===== src/rtl/dvfs_opp_pkg.sv =====
package dvfs_opp_pkg;

  typedef enum logic [1:0] {
    SEQ_IDLE   = 2'd0,
    SEQ_RAISE  = 2'd1,
    SEQ_RELOCK = 2'd2,
    SEQ_LOWER  = 2'd3
  } seq_state_e;

endpackage


===== src/rtl/opp_req_latch.sv =====
// Holds the most recent target index until the sequencer takes it.
module opp_req_latch #(
  parameter int unsigned IDX_W = 4
) (
  input  logic             clk,
  input  logic             rst_n,
  input  logic             req_valid,
  input  logic [IDX_W-1:0] req_idx,
  input  logic             take_i,
  output logic             pend_v_o,
  output logic [IDX_W-1:0] pend_idx_o
);

  logic             pend_v_q, pend_v_n;
  logic [IDX_W-1:0] pend_idx_q, pend_idx_n;
  logic             idx_en;

  always_comb begin
    // a fresh request in the take cycle stays pending
    pend_v_n   = req_valid | (pend_v_q & ~take_i);
    idx_en     = req_valid;
    pend_idx_n = req_idx;
  end

  always_ff @(posedge clk or negedge rst_n) begin
    if (!rst_n) begin
      pend_v_q   <= 1'b0;
      pend_idx_q <= '0;
    end else begin
      pend_v_q <= pend_v_n;
      if (idx_en) pend_idx_q <= pend_idx_n;
    end
  end

  assign pend_v_o   = pend_v_q;
  assign pend_idx_o = pend_idx_q;

endmodule


===== src/rtl/opp_vmin_map.sv =====
// Lowest permitted supply code for a frequency index (linear map).
module opp_vmin_map #(
  parameter int unsigned IDX_W     = 4,
  parameter int unsigned CODE_W    = 5,
  parameter int unsigned V_FLOOR   = 1,
  parameter int unsigned V_PER_IDX = 2
) (
  input  logic [IDX_W-1:0]  idx_i,
  output logic [CODE_W-1:0] code_o
);

  localparam int unsigned TOP_CODE = V_FLOOR + V_PER_IDX * ((1 << IDX_W) - 1);
  localparam bit          FITS     = (TOP_CODE < (1 << CODE_W));

  generate
    if (FITS) begin : g_linear
      assign code_o = CODE_W'(V_FLOOR + V_PER_IDX * int'(idx_i));
    end else begin : g_saturate
      logic [31:0] raw;
      assign raw    = 32'(V_FLOOR) + 32'(V_PER_IDX) * 32'(idx_i);
      assign code_o = (raw > 32'((1 << CODE_W) - 1)) ? '1 : CODE_W'(raw);
    end
  endgenerate

endmodule


===== src/rtl/opp_countdown.sv =====
// Loadable down-counter; zero_o high once the loaded interval has run out.
module opp_countdown #(
  parameter int unsigned LOAD_VAL = 6
) (
  input  logic clk,
  input  logic rst_n,
  input  logic load_i,
  output logic zero_o
);

  localparam int unsigned CW = (LOAD_VAL < 1) ? 1 : $clog2(LOAD_VAL + 1);
  localparam logic [CW-1:0] LOADV = CW'(LOAD_VAL);

  logic [CW-1:0] cnt_q, cnt_n;
  logic          cnt_en;

  always_comb begin
    cnt_en = load_i | (cnt_q != '0);
    cnt_n  = load_i ? LOADV : (cnt_q - 1'b1);
  end

  always_ff @(posedge clk or negedge rst_n) begin
    if (!rst_n) begin
      cnt_q <= '0;
    end else if (cnt_en) begin
      cnt_q <= cnt_n;
    end
  end

  assign zero_o = (cnt_q == '0);

endmodule


===== src/rtl/dvfs_opp_sequencer.sv =====
module dvfs_opp_sequencer
  import dvfs_opp_pkg::*;
#(
  parameter int unsigned FIDX_W     = 4,
  parameter int unsigned VCODE_W    = 5,
  parameter int unsigned V_FLOOR    = 1,
  parameter int unsigned V_PER_IDX  = 2,
  parameter int unsigned SETTLE_CYC = 6,
  parameter int unsigned LOCK_TO    = 24
) (
  input  logic               clk,
  input  logic               rst_n,
  input  logic               req_valid,
  input  logic [FIDX_W-1:0]  req_fidx,
  input  logic               vreg_ok,
  input  logic               pll_lock,
  output logic [VCODE_W-1:0] vcode_o,
  output logic [FIDX_W-1:0]  fsel_o,
  output logic               core_stall_o,
  output logic               busy_o,
  output logic               lock_err_o
);

  localparam logic [VCODE_W-1:0] VCODE_RST = VCODE_W'(V_FLOOR);
  localparam int unsigned        WD_LOAD   = (LOCK_TO < 2) ? 0 : LOCK_TO - 1;

  seq_state_e         state_q, state_n;
  logic [VCODE_W-1:0] vcode_q, vcode_n;
  logic [FIDX_W-1:0]  fsel_q, fsel_n;
  logic [FIDX_W-1:0]  tgt_q, tgt_n;
  logic               down_q, down_n;
  logic               err_q, err_set;

  logic               pend_v;
  logic [FIDX_W-1:0]  pend_idx;
  logic               take_req;
  logic [VCODE_W-1:0] vmin_tgt;
  logic               settle_load, settle_done;
  logic               wd_load, wd_expired;

  opp_req_latch #(.IDX_W(FIDX_W)) u_req (
    .clk        (clk),
    .rst_n      (rst_n),
    .req_valid  (req_valid),
    .req_idx    (req_fidx),
    .take_i     (take_req),
    .pend_v_o   (pend_v),
    .pend_idx_o (pend_idx)
  );

  opp_vmin_map #(
    .IDX_W     (FIDX_W),
    .CODE_W    (VCODE_W),
    .V_FLOOR   (V_FLOOR),
    .V_PER_IDX (V_PER_IDX)
  ) u_vmin (
    .idx_i  (tgt_q),
    .code_o (vmin_tgt)
  );

  opp_countdown #(.LOAD_VAL(SETTLE_CYC)) u_settle (
    .clk    (clk),
    .rst_n  (rst_n),
    .load_i (settle_load),
    .zero_o (settle_done)
  );

  opp_countdown #(.LOAD_VAL(WD_LOAD)) u_lock_wd (
    .clk    (clk),
    .rst_n  (rst_n),
    .load_i (wd_load),
    .zero_o (wd_expired)
  );

  // next-state logic
  always_comb begin
    state_n     = state_q;
    vcode_n     = vcode_q;
    fsel_n      = fsel_q;
    tgt_n       = tgt_q;
    down_n      = down_q;
    err_set     = 1'b0;
    take_req    = 1'b0;
    settle_load = 1'b0;
    wd_load     = 1'b0;
    unique case (state_q)
      SEQ_IDLE: begin
        if (pend_v) begin
          take_req = 1'b1;
          tgt_n    = pend_idx;
          if (pend_idx > fsel_q) begin
            down_n  = 1'b0;
            state_n = SEQ_RAISE;
          end else if (pend_idx < fsel_q) begin
            // slowing down: clock first, supply after lock
            down_n  = 1'b1;
            fsel_n  = pend_idx;
            wd_load = 1'b1;
            state_n = SEQ_RELOCK;
          end
        end
      end
      SEQ_RAISE: begin
        if (settle_done && vreg_ok) begin
          if (vcode_q < vmin_tgt) begin
            vcode_n     = vcode_q + 1'b1;
            settle_load = 1'b1;
          end else begin
            fsel_n  = tgt_q;
            wd_load = 1'b1;
            state_n = SEQ_RELOCK;
          end
        end
      end
      SEQ_RELOCK: begin
        // lock takes priority over a watchdog expiring on the same edge
        if (pll_lock) begin
          state_n = down_q ? SEQ_LOWER : SEQ_IDLE;
        end else if (wd_expired) begin
          err_set = 1'b1;
          state_n = SEQ_IDLE;
        end
      end
      SEQ_LOWER: begin
        if (settle_done && vreg_ok) begin
          if (vcode_q > vmin_tgt) begin
            vcode_n     = vcode_q - 1'b1;
            settle_load = 1'b1;
          end else begin
            state_n = SEQ_IDLE;
          end
        end
      end
      default: state_n = SEQ_IDLE;
    endcase
  end

  // state registers
  always_ff @(posedge clk or negedge rst_n) begin
    if (!rst_n) begin
      state_q <= SEQ_IDLE;
      vcode_q <= VCODE_RST;
      fsel_q  <= '0;
      tgt_q   <= '0;
      down_q  <= 1'b0;
      err_q   <= 1'b0;
    end else begin
      state_q <= state_n;
      vcode_q <= vcode_n;
      fsel_q  <= fsel_n;
      if (take_req) begin
        tgt_q  <= tgt_n;
        down_q <= down_n;
      end
      if (err_set) err_q <= 1'b1;
    end
  end

  assign vcode_o      = vcode_q;
  assign fsel_o       = fsel_q;
  assign core_stall_o = (state_q == SEQ_RELOCK);
  assign busy_o       = (state_q != SEQ_IDLE);
  assign lock_err_o   = err_q;

endmodule


===== config.mk =====
export PLATFORM = sky130hd
export DESIGN_NAME = dvfs_opp_sequencer
export DESIGN_NICKNAME = d
export VERILOG_FILES = /design/src/rtl/dvfs_opp_pkg.sv /design/src/rtl/opp_req_latch.sv /design/src/rtl/opp_vmin_map.sv /design/src/rtl/opp_countdown.sv /design/src/rtl/dvfs_opp_sequencer.sv
export SDC_FILE = /design/constraint.sdc
export NUM_CORES = 1
export LEC_CHECK = 0
export BUFFER_PORTS_ARGS = -buffer_cell sky130_fd_sc_hd__buf_2
export CAP_MARGIN = 40
export CORE_AREA = 2 2 71 73
export CTS_BUF_LIST = sky130_fd_sc_hd__clkbuf_2 sky130_fd_sc_hd__clkbuf_4 sky130_fd_sc_hd__clkbuf_8
export DETAILED_ROUTE_END_ITERATION = 16
export DIE_AREA = 0 0 73 75
export SLEW_MARGIN = 20
export SYNTH_ARGS = -nofsm -noshare
export SYNTH_HDL_FRONTEND = slang
export SYNTH_SLANG_ARGS = --single-unit

===== constraint.sdc =====
create_clock -name clk -period 2.4 [get_ports clk]
set_clock_uncertainty 0.15 [all_clocks]
set_input_delay 0.36 -clock clk [delete_from_list [all_inputs] [get_ports clk]]
set_output_delay 0.36 -clock clk [all_outputs]
set_load 0.03 [all_outputs]

## Word level (Yosys, flattened, before mapping)

Index checks and enable logic that the tools add are counted.

| storage, ports and cells | value |
|---|---|
| logic and storage cells | 95 |
| bits in registers | 30 |
| ROM bits | 0 |
| input port bits | 9 |
| memories | 0 |
| memory bits (writable) | 0 |
| output and inout bits | 12 |
| bits in latches | 0 |

| operators by class | value |
|---|---|
| eq/ne operators | 14 |
| $add $sub $neg | 5 |
| shifts and indexed selects | 0 |
| multiply operators | 0 |
| bitwise operators | 5 |
| reduce and logical (&&, ||, !) cells | 15 |
| order comparisons | 4 |
| div/mod/pow operators | 0 |
| mux-type cells | 42 |

Operator list:

| cell | count |
|---|---|
| 5-bit two-way mux | 5 |
| 2-bit two-way mux | 10 |
| 4-bit two-way mux | 5 |
| 1-bit two-way mux | 16 |
| 2-bit != test (second input constant) | 8 |
| 5-bit one-hot mux with 2 select lines | 1 |
| 5-bit by 1-bit subtractor with 5-bit output (second input constant) | 2 |
| 2-bit one-hot mux with 4 select lines | 1 |
| 4-bit one-hot mux with 2 select lines | 1 |
| 2-bit nonzero test | 4 |
| 7-bit AND reduction | 1 |
| 6-bit AND reduction | 1 |
| 1-bit by 5-bit adder with 5-bit output (first input constant) | 1 |
| 5-bit by 1-bit adder with 5-bit output (second input constant) | 1 |
| 5-bit > comparator | 1 |
| 5-bit logical NOT | 1 |
| 5-bit < comparator | 1 |
| 5-bit AND reduction | 1 |
| 5-bit nonzero test | 1 |
| 2-bit equality test (second input constant) | 2 |
| 4-bit > comparator | 1 |
| 4-bit < comparator | 1 |
| 1-bit one-hot mux with 2 select lines | 2 |
| 4-bit AND reduction | 1 |
| 14 further kinds | 16 |

## Logic depth before layout (Yosys ltp)

Gate-level depths: netlist (run 1).

| depth | value |
|---|---|
| word-level depth | 6 |
| depth in mapped cells | 9 |
| depth with buffers taken out | 8 |

## Modules after synthesis

From an unflattened synthesis (run 1), not the netlist that was laid out.

| unflattened totals | value |
|---|---|
| cells, all modules | 186 |
| area total of the unflattened synthesis | 1860.5 um^2 |

By module, submodules not included:

| module | times used | cells each | area each (um^2) | sequential area each (um^2) |
|---|---|---|---|---|
| dvfs_opp_sequencer | 1 | 128 | 1189.9 | 426.7 |
| opp_countdown at u_lock_wd | 1 | 24 | 261.5 | 125.1 |
| opp_countdown at u_settle | 1 | 17 | 185.2 | 75.1 |
| opp_req_latch | 1 | 11 | 182.7 | 125.1 |
| opp_vmin_map | 1 | 6 | 41.3 | 0.0 |

## Worst setup path after synthesis (run 1)

No wires, ideal clock.

| timing | value |
|---|---|
| kind | reg2reg |
| start point | register fsel_q[3], in the netlist fsel_o[3] |
| end point | register fsel_q[0], in the netlist fsel_o[0] |
| stages on the path, launching flop included | 8 |
| arrival | 1992 ps |
| data required time | 2122 ps |
| buffers on the path | 0 |
| setup time | 128 ps |
| clock period less this slack | 2270 ps |
| setup slack | 130 ps |
| path through | dfrtp_1 > inv_1 > ha_1 > and2_1 > o21ai_0 > nand3b_1 > nor2_4 > mux2_1 |

| between the ends | value |
|---|---|
| word-level cells in the longest chain between the ends | 3 |
| elaborated cells on any way between the ends | 5 |
| those cells by class | 2 x order compare; 2 x eq/ne; 1 x reduce/logical |

RTL lines:

| item | line | text |
|---|---|---|
| start, declared | dvfs_opp_sequencer.sv:29 | `logic [FIDX_W-1:0] fsel_q, fsel_n;` |
| start signal, assigned | dvfs_opp_sequencer.sv:150 | `fsel_q <= fsel_n;` |
| 4-bit < comparator or 4-bit > comparator (tied branches) | dvfs_opp_sequencer.sv:94, dvfs_opp_sequencer.sv:91 |  |
| 2-bit != test (no source line) | - |  |
| 6-bit AND reduction (no source line) * | - |  |

Every way passes the cells marked *; elsewhere a longest branch is shown, timed or not.
A chain may end at the register's enable or synchronous reset.

## Final worst setup path (run 1)

| timing | value |
|---|---|
| start point | register vcode_q[0], in the netlist vcode_o[0] |
| end point | register vcode_q[4], in the netlist vcode_o[4] |

| between the ends | value |
|---|---|
| word-level cells in the longest chain between the ends | 4 |
| elaborated cells on any way between the ends | 12 |
| those cells by class | 2 x add/sub; 2 x order compare; 2 x eq/ne; 5 x mux; 1 x reduce/logical |

RTL lines:

| item | line | text |
|---|---|---|
| start, declared | dvfs_opp_sequencer.sv:28 | `logic [VCODE_W-1:0] vcode_q, vcode_n;` |
| start signal, assigned | dvfs_opp_sequencer.sv:149 | `vcode_q <= vcode_n;` |
| 5-bit by 1-bit subtractor with 5-bit output or 5-bit by 1-bit adder with 5-bit output (tied branches) | dvfs_opp_sequencer.sv:127, dvfs_opp_sequencer.sv:106 |  |
| 5-bit two-way mux, on equally long branches | dvfs_opp_sequencer.sv:126, dvfs_opp_sequencer.sv:105 |  |
| 5-bit two-way mux, on equally long branches | dvfs_opp_sequencer.sv:125, dvfs_opp_sequencer.sv:104 |  |
| 5-bit one-hot mux with 2 select lines | dvfs_opp_sequencer.sv:86 | `unique case (state_q)` |

Parallel ways exist; a longest one is shown, timed or not. The select of a mux whose other input is x is not followed.

==> results of run 1 <==
worst min path at each step:
stage                     start                               to  cells past startpoint
finish              req_fidx[0]  u_req.pend_idx_o[0]$_DFFE_PN0P_                      3
global route        req_fidx[0]  u_req.pend_idx_o[0]$_DFFE_PN0P_                      3
CTS                 req_fidx[0]  u_req.pend_idx_o[0]$_DFFE_PN0P_                      3
detailed placement        rst_n           vcode_o[2]$_DFFE_PN0P_                      1
global placement          rst_n           vcode_o[2]$_DFFE_PN0P_                      1
floorplan                 rst_n               down_q$_DFFE_PN0P_                      0
routing by layer:
layer	vias to the layer above	share of wire [%]	routed length (µm)
li1	664	-	-
met1	627	50	1688
met2	21	44	1497
met3	6	4.1	140
met4	0	1.6	53
met5	-	0	0
worst max-delay path, cell delays in order, from the launching register on:
cell and delay (ps):
dfstp_2 570, inv_1 80, fa_1 470, nor2b_1 130
o21ai_0 110, a211o_1 310, a21oi_1 190, xor2_1 150
kinds of logic (layout without fill, tap and decap cells):
| logic type | after synthesis | in the layout |
|---|---|---|
| xor gates and xnor gates | 9 | 9 |
| adders and majority gates | 16 | 16 |
| buffers and inverters | 23 | 54 |
| and+or+nand+nor | 44 | 44 |
| AOI/OAI and AO/OA | 38 | 38 |
| DFF | 30 | 30 |
| muxes | 15 | 15 |
metrics by stage:
step / utilization (%) / hold slack (ps) / total power (W) / cell area [µm²] / instances
after floorplan: - / -85.59 / 0.002334 / 1810 / 175
after global placement: 42.77 / 292.4 / 0.002716 / 1993 / 251
after detailed placement: 42.77 / 290.0 / 0.002743 / 1993 / 251
after CTS: 45.02 / 130.1 / 0.003190 / 2098 / 260
after global routing: 45.02 / 145.6 / 0.003451 / 2098 / 260
final: 45.02 / 133.4 / 0.003155 / 2098 / 260
layout make-up:
| type | count | area (µm²) | area share, % |
|---|---|---|---|
| repair buffers | 26 | 147.6 | 7.036 |
| clock buffers | 7 | 90.09 | 4.293 |
| well taps | 54 | 67.56 | 3.220 |
| multi-input cells | 122 | 960.9 | 45.80 |
| inverters | 20 | 75.07 | 3.578 |
| clock inverters | 1 | 5.005 | 0.2385 |
| flip-flops and latches | 30 | 752.0 | 35.84 |
synthesized netlist by cell type, types with 2 or more instances:
cell	instances
a211o_1	2
a21o_1	2
a21oi_1	8
and2_1	2
dfrtp_1	29
ha_1	15
inv_1	20
mux2_2	6
mux2i_1	8
nand2_1	14
nand2b_1	2
nand3b_1	3
nand4_1	2
nor2_1	6
nor2b_1	4
nor3_1	2
o21ai_0	15
xnor2_1	7
xor2_1	2
what timing repair did:
item	4_1_cts	5_1_grt
endpoints found under the hold margin	29	0
hold buffers	1	0
setup buffers	0	0
power breakdown:
part / total [W] / leakage (nW) / internal (W) / switching (W)
Combinational: 0.00184 / 0.590 / 0.000787 / 0.00105
Sequential: 0.000884 / 0.356 / 0.000730 / 0.000154
Clock: 0.000430 / 0.0517 / 0.000242 / 0.000188
Total: 0.00316 / 0.998 / 0.00176 / 0.00140
registers in the layout, summed over array words and instances, names as in the netlist:
name,count
down_q,1
fsel_o,4
lock_err_o,1
state_q,2
tgt_q,4
u_lock_wd.cnt_q,5
u_req.pend_idx_o,4
u_req.pend_v_o,1
u_settle.cnt_q,3
vcode_o,5
==> metrics, run 1 <==
status=finished clean; WS Path Type=register to register; std cell rows=25; post-synth top area share=40.08%; clock tree buffer depth=2; drt pass-1 iters=4; most common cell after layout, fill and taps aside=dfrtp_1; first-pass GRT wire length=5.851 mm; CP startpoint kind=register; First DRT Iteration DRCs=40; Starting Density=38.85%; Area growth syn-to-layout=15.89%; VDD IR max=652.4 µV; crit-path max FO=5; initial antenna violation count=0; main combinational cell family by area after synthesis=compound AO/OA/AOI/OAI gates; Fmax=0.4510 GHz; fin crit period=2217 ps; Hold WC Path Type=primary input to register; depth of the CTS H-tree=2; final WL=3.380 mm; I/O Pins=21; Vias/cell=5.069; mux cell area share after synthesis=8.777%; Mean Syn Cell Area=10.35 µm²; Setup crit end=vcode_o[4]$_DFFE_PN0P_; largest net degree at the start of global routing=31; post-DP HPWL=2.609 mm; Die ar.=5475 µm²; CTS Buf Count=5; met2 Usage GRT=21.12%; met1 Use GR=19.32%; vias in the first global route=1302; worst skew pair latency=280 ps; Cell Pwr Density=1504 nW/µm²; worst setup path start=vcode_o[0]$_DFFE_PN1P_; setup slack after layout=182.5 ps; Netlist cell types=45; drt drc=0; GR Util All Layers=14.12%; GRT overflow=0; XOR/XNOR share of the synthesized area=4.354%; Die X=73 µm; post_cts resized=0; fraction of layout cells with a size suffix above 1=23.30%; Core ar.=4661 µm²; post-route setup TNS=0 ps; Clock transition at path regs=60 ps; WL/cell=13.00 µm; FF-to-FF path depth=7; largest area contributor in the synthesized netlist=dfrtp_1; relative slew slack=55.30%; adder-cell share of the synthesized area=11.47%; Vias=1318; Synth Warn #=0; commonest cells after routing, fill and taps aside=29 x dfrtp_1, 20 x inv_1, 20 x buf_2; Max Slew Vio Count=0; Max Cap Viol=0; simple-gate share of the synthesized area=14.17%; Setup Slack @ Placement=171.5 ps; worst r2r dst=vcode_o[4]$_DFFE_PN0P_; ys async rst share=100.0%; largest cells by area after synthesis=dfrtp_1 40%, ha_1 10%, mux2i_1 4.4%; Final Cycle Share=92.39%; cells after synthesis=175; final setup fails=0; worst r2r src=vcode_o[0]$_DFFE_PN1P_; post-route ant nets=0; Die Ht=75 µm; Fillers=437; NumNets Final=230; n_diodes=0; Synth Register Bits=30; Post-Syn Nets=200; I/O Buffers=20; RSZ-0062 raised after global routing=false; clk sinks=30; r2r setup slk=180 ps; clock root buffer=clkbuf_8; post-synthesis compound-gate area fraction=14.31%; Routability Congestion=0.8355; Seq/Total Area, Yosys=41.53%; Slew @ Worst Pin=670.5 ps; mapped cell area=1810 µm²; CTS tree=yes; final hold vios=0; Post-synth EDFFs=0; ys flop type=dfrtp_1; Critical Path Sink Type=register; grt met3 use=3.748%; worst path arrival time=2280 ps; static leakage=0.9977 nW; Required @ worst endpoint=2460 ps; gr busiest metal=met2
Note: power is estimated with default switching activity, not from simulation.
==> run 2: changes to the inputs <==
--- a/config.mk
+++ b/config.mk
@@ -7,10 +7,11 @@
 export LEC_CHECK = 0
 export BUFFER_PORTS_ARGS = -buffer_cell sky130_fd_sc_hd__buf_2
 export CAP_MARGIN = 40
-export CORE_AREA = 2 2 71 73
+export CORE_AREA = 2 2 84 86
 export CTS_BUF_LIST = sky130_fd_sc_hd__clkbuf_2 sky130_fd_sc_hd__clkbuf_4 sky130_fd_sc_hd__clkbuf_8
 export DETAILED_ROUTE_END_ITERATION = 16
-export DIE_AREA = 0 0 73 75
+export DIE_AREA = 0 0 86 88
+export SKIP_CTS_REPAIR_TIMING = 1
 export SLEW_MARGIN = 20
 export SYNTH_ARGS = -nofsm -noshare
 export SYNTH_HDL_FRONTEND = slang
==> run 2 against run 1 <==
Effect of this change: the flow now finishes with violations (hold timing); highest routed layer unchanged; via count down 1.6%; maximum frequency up 1.5%; critical endpoint unchanged; sequential share of layout area down 0.38 points; global-route usage down 4.0 points; count of clock-buffer cells in the layout unchanged; total power about the same; core utilization down 13 points.
==> metrics, run 2 (synthesis results as in run 1) <==
status=finished with violations (was finished clean); failing checks=hold timing; I/O Pins=21 (unchanged); P_sw=0.001395 W (was 0.001396 W); CP startpoint kind=register (unchanged); n_diodes=0 (unchanged); Clock transition at path regs=60 ps (about the same); Vias/cell=4.551 (was 5.069); WL/cell=12.08 µm (was 13.00 µm); post-route setup TNS=0 ps (unchanged); first-pass GRT wire length=6.044 mm (was 5.851 mm); GR Util All Layers=10.13% (was 14.12%); Hold WC Path Type=primary input to async pin (was primary input to register); fin crit period=2184 ps (was 2217 ps); worst path arrival time=2240 ps (was 2280 ps); clk sinks=30 (unchanged); drt drc=0 (unchanged); Routability Congestion=0.8115 (was 0.8355); Critical Path Sink Type=register (unchanged); worst skew pair latency=280 ps (about the same); RSZ-0062 raised after global routing=false (unchanged); VDD IR max=643.8 µV (was 652.4 µV); r2r setup slk=220 ps (was 180 ps); post-DP HPWL=2.704 mm (was 2.609 mm); clock root buffer=clkbuf_8 (unchanged); worst r2r src=vcode_o[0]$_DFFE_PN1P_ (unchanged); Cell Pwr Density=1487 nW/µm² (was 1504 nW/µm²); I/O Buffers=20 (unchanged); WS Path Type=register to register (unchanged); static leakage=0.9935 nW (was 0.9977 nW); Flop pwr share=28.0% (about the same); CTS tree=yes (unchanged); Max Slew Vio Count=0 (unchanged); most common cell after layout, fill and taps aside=dfrtp_1 (unchanged); Vias=1297 (was 1318); Fillers=678 (was 437); initial antenna violation count=0 (unchanged); fraction of layout cells with a size suffix above 1=23.41% (was 23.30%); crit-path max FO=5 (unchanged); std cell rows=30 (was 25); CTS Buf Count=5 (unchanged); Slew @ Worst Pin=681.9 ps (was 670.5 ps); First DRT Iteration DRCs=26 (was 40); Clock power frac=13.7% (was 13.6%); Starting Density=27.25% (was 38.85%); final hold vios=29 (was 0); vias in the first global route=1259 (was 1302); drt pass-1 iters=4 (unchanged); Die X=86 µm (was 73 µm); Area growth syn-to-layout=17.14% (was 15.89%); Final Cycle Share=91.01% (was 92.39%); Die ar.=7568 µm² (was 5475 µm²); total power=0.003153 W (was 0.003155 W); switching share of power=44.23% (was 44.24%); Fin Hold WS=-34.50 ps (was 133.4 ps); final WL=3.443 mm (was 3.380 mm); Required @ worst endpoint=2450 ps (was 2460 ps); Core ar.=6644 µm² (was 4661 µm²); sequential cell area=752.0 µm² (unchanged); final core utilization=31.92% (was 45.02%); FF-to-FF path depth=7 (unchanged); clock tree buffer depth=2 (unchanged); post-route ant nets=0 (unchanged); Fmax=0.4578 GHz (was 0.4510 GHz); NumNets Final=229 (was 230); relative slew slack=54.54% (was 55.30%); commonest cells after routing, fill and taps aside=29 x dfrtp_1, 20 x inv_1, 20 x buf_2 (unchanged); Max Cap Viol=0 (unchanged); Die Ht=88 µm (was 75 µm); Internal=0.001758 W (was 0.001759 W); GRT overflow=0 (unchanged); area occupied by multi-input gates=960.9 µm² (unchanged); final setup fails=0 (unchanged); combinational share of power=58.3% (was 58.4%); largest net degree at the start of global routing=31 (unchanged); worst r2r dst=vcode_o[4]$_DFFE_PN0P_ (unchanged); depth of the CTS H-tree=2 (unchanged)
run 2: changes by cell type in the layout (fill, tap and decap cells not counted), sizes merged:
| cell | delta |
|---|---|
| dlygate4sd3 | -1 |
run 2: layout make-up:
cell class | count | share of cell area (%)
tap | 80 | 4.720
clock buffer | 7 | 4.248
multi-input combinational | 122 | 45.31
inverter | 20 | 3.540
sequential | 30 | 35.46
clock inverter | 1 | 0.2360
timing repair buffer | 25 | 6.490
run 2: worst max path at each step:
stage	from	end	slack, ps	cells past startpoint
2_1_floorplan	fsel_o[3]$_DFFE_PN0P_	fsel_o[0]$_DFFE_PN0P_	130	7
3_3_place_gp	vcode_o[0]$_DFFE_PN1P_	vcode_o[4]$_DFFE_PN0P_	260	7
3_5_place_dp	vcode_o[0]$_DFFE_PN1P_	vcode_o[4]$_DFFE_PN0P_	230	7
4_1_cts	vcode_o[0]$_DFFE_PN1P_	vcode_o[4]$_DFFE_PN0P_	210	7
5_1_grt	u_req.pend_idx_o[3]$_DFFE_PN0P_	fsel_o[0]$_DFFE_PN0P_	110	6
6_report	vcode_o[0]$_DFFE_PN1P_	vcode_o[4]$_DFFE_PN0P_	220	7
run 2: critical path: stages, from the launching register on:
cell     delay, ps
dfstp_2        560
inv_1           80
fa_1           460
nor2b_1        120
o21ai_0        110
a211o_1        310
a21oi_1        170
xor2_1         160
run 2: power by group through the flow:
stage	Clock [W]	Sequential, W	Combinational [W]
finish	0.000432	0.000883	0.00184
global route	0.000468	0.000914	0.00207
CTS	0.000448	0.000885	0.00187
detailed placement	0	0.000893	0.00186
global placement	0	0.000888	0.00183
floorplan	0	0.00102	0.00132
run 2: metal layers:
layer	vias to the layer above	share of wire, %	track usage [%]
li1	663	-	-
met5	-	0	0
met4	0	1.8	4.329
met3	6	3.1	2.262
met2	22	43	15.08
met1	606	52	14.14
run 2: through the flow:
| step | setup slack (ps) | area [µm²] | cells | hold WS [ps] |
|---|---|---|---|---|
| finish | 215.8 | 2121 | 285 | -34.50 |
| global route | 114.4 | 2121 | 285 | 14.18 |
| detailed placement | 234.7 | 2026 | 277 | 295.6 |
| CTS | 208.6 | 2121 | 285 | -8.556 |
| floorplan | 130.1 | 1810 | 175 | -85.59 |
| global placement | 263.5 | 2026 | 277 | 291.7 |
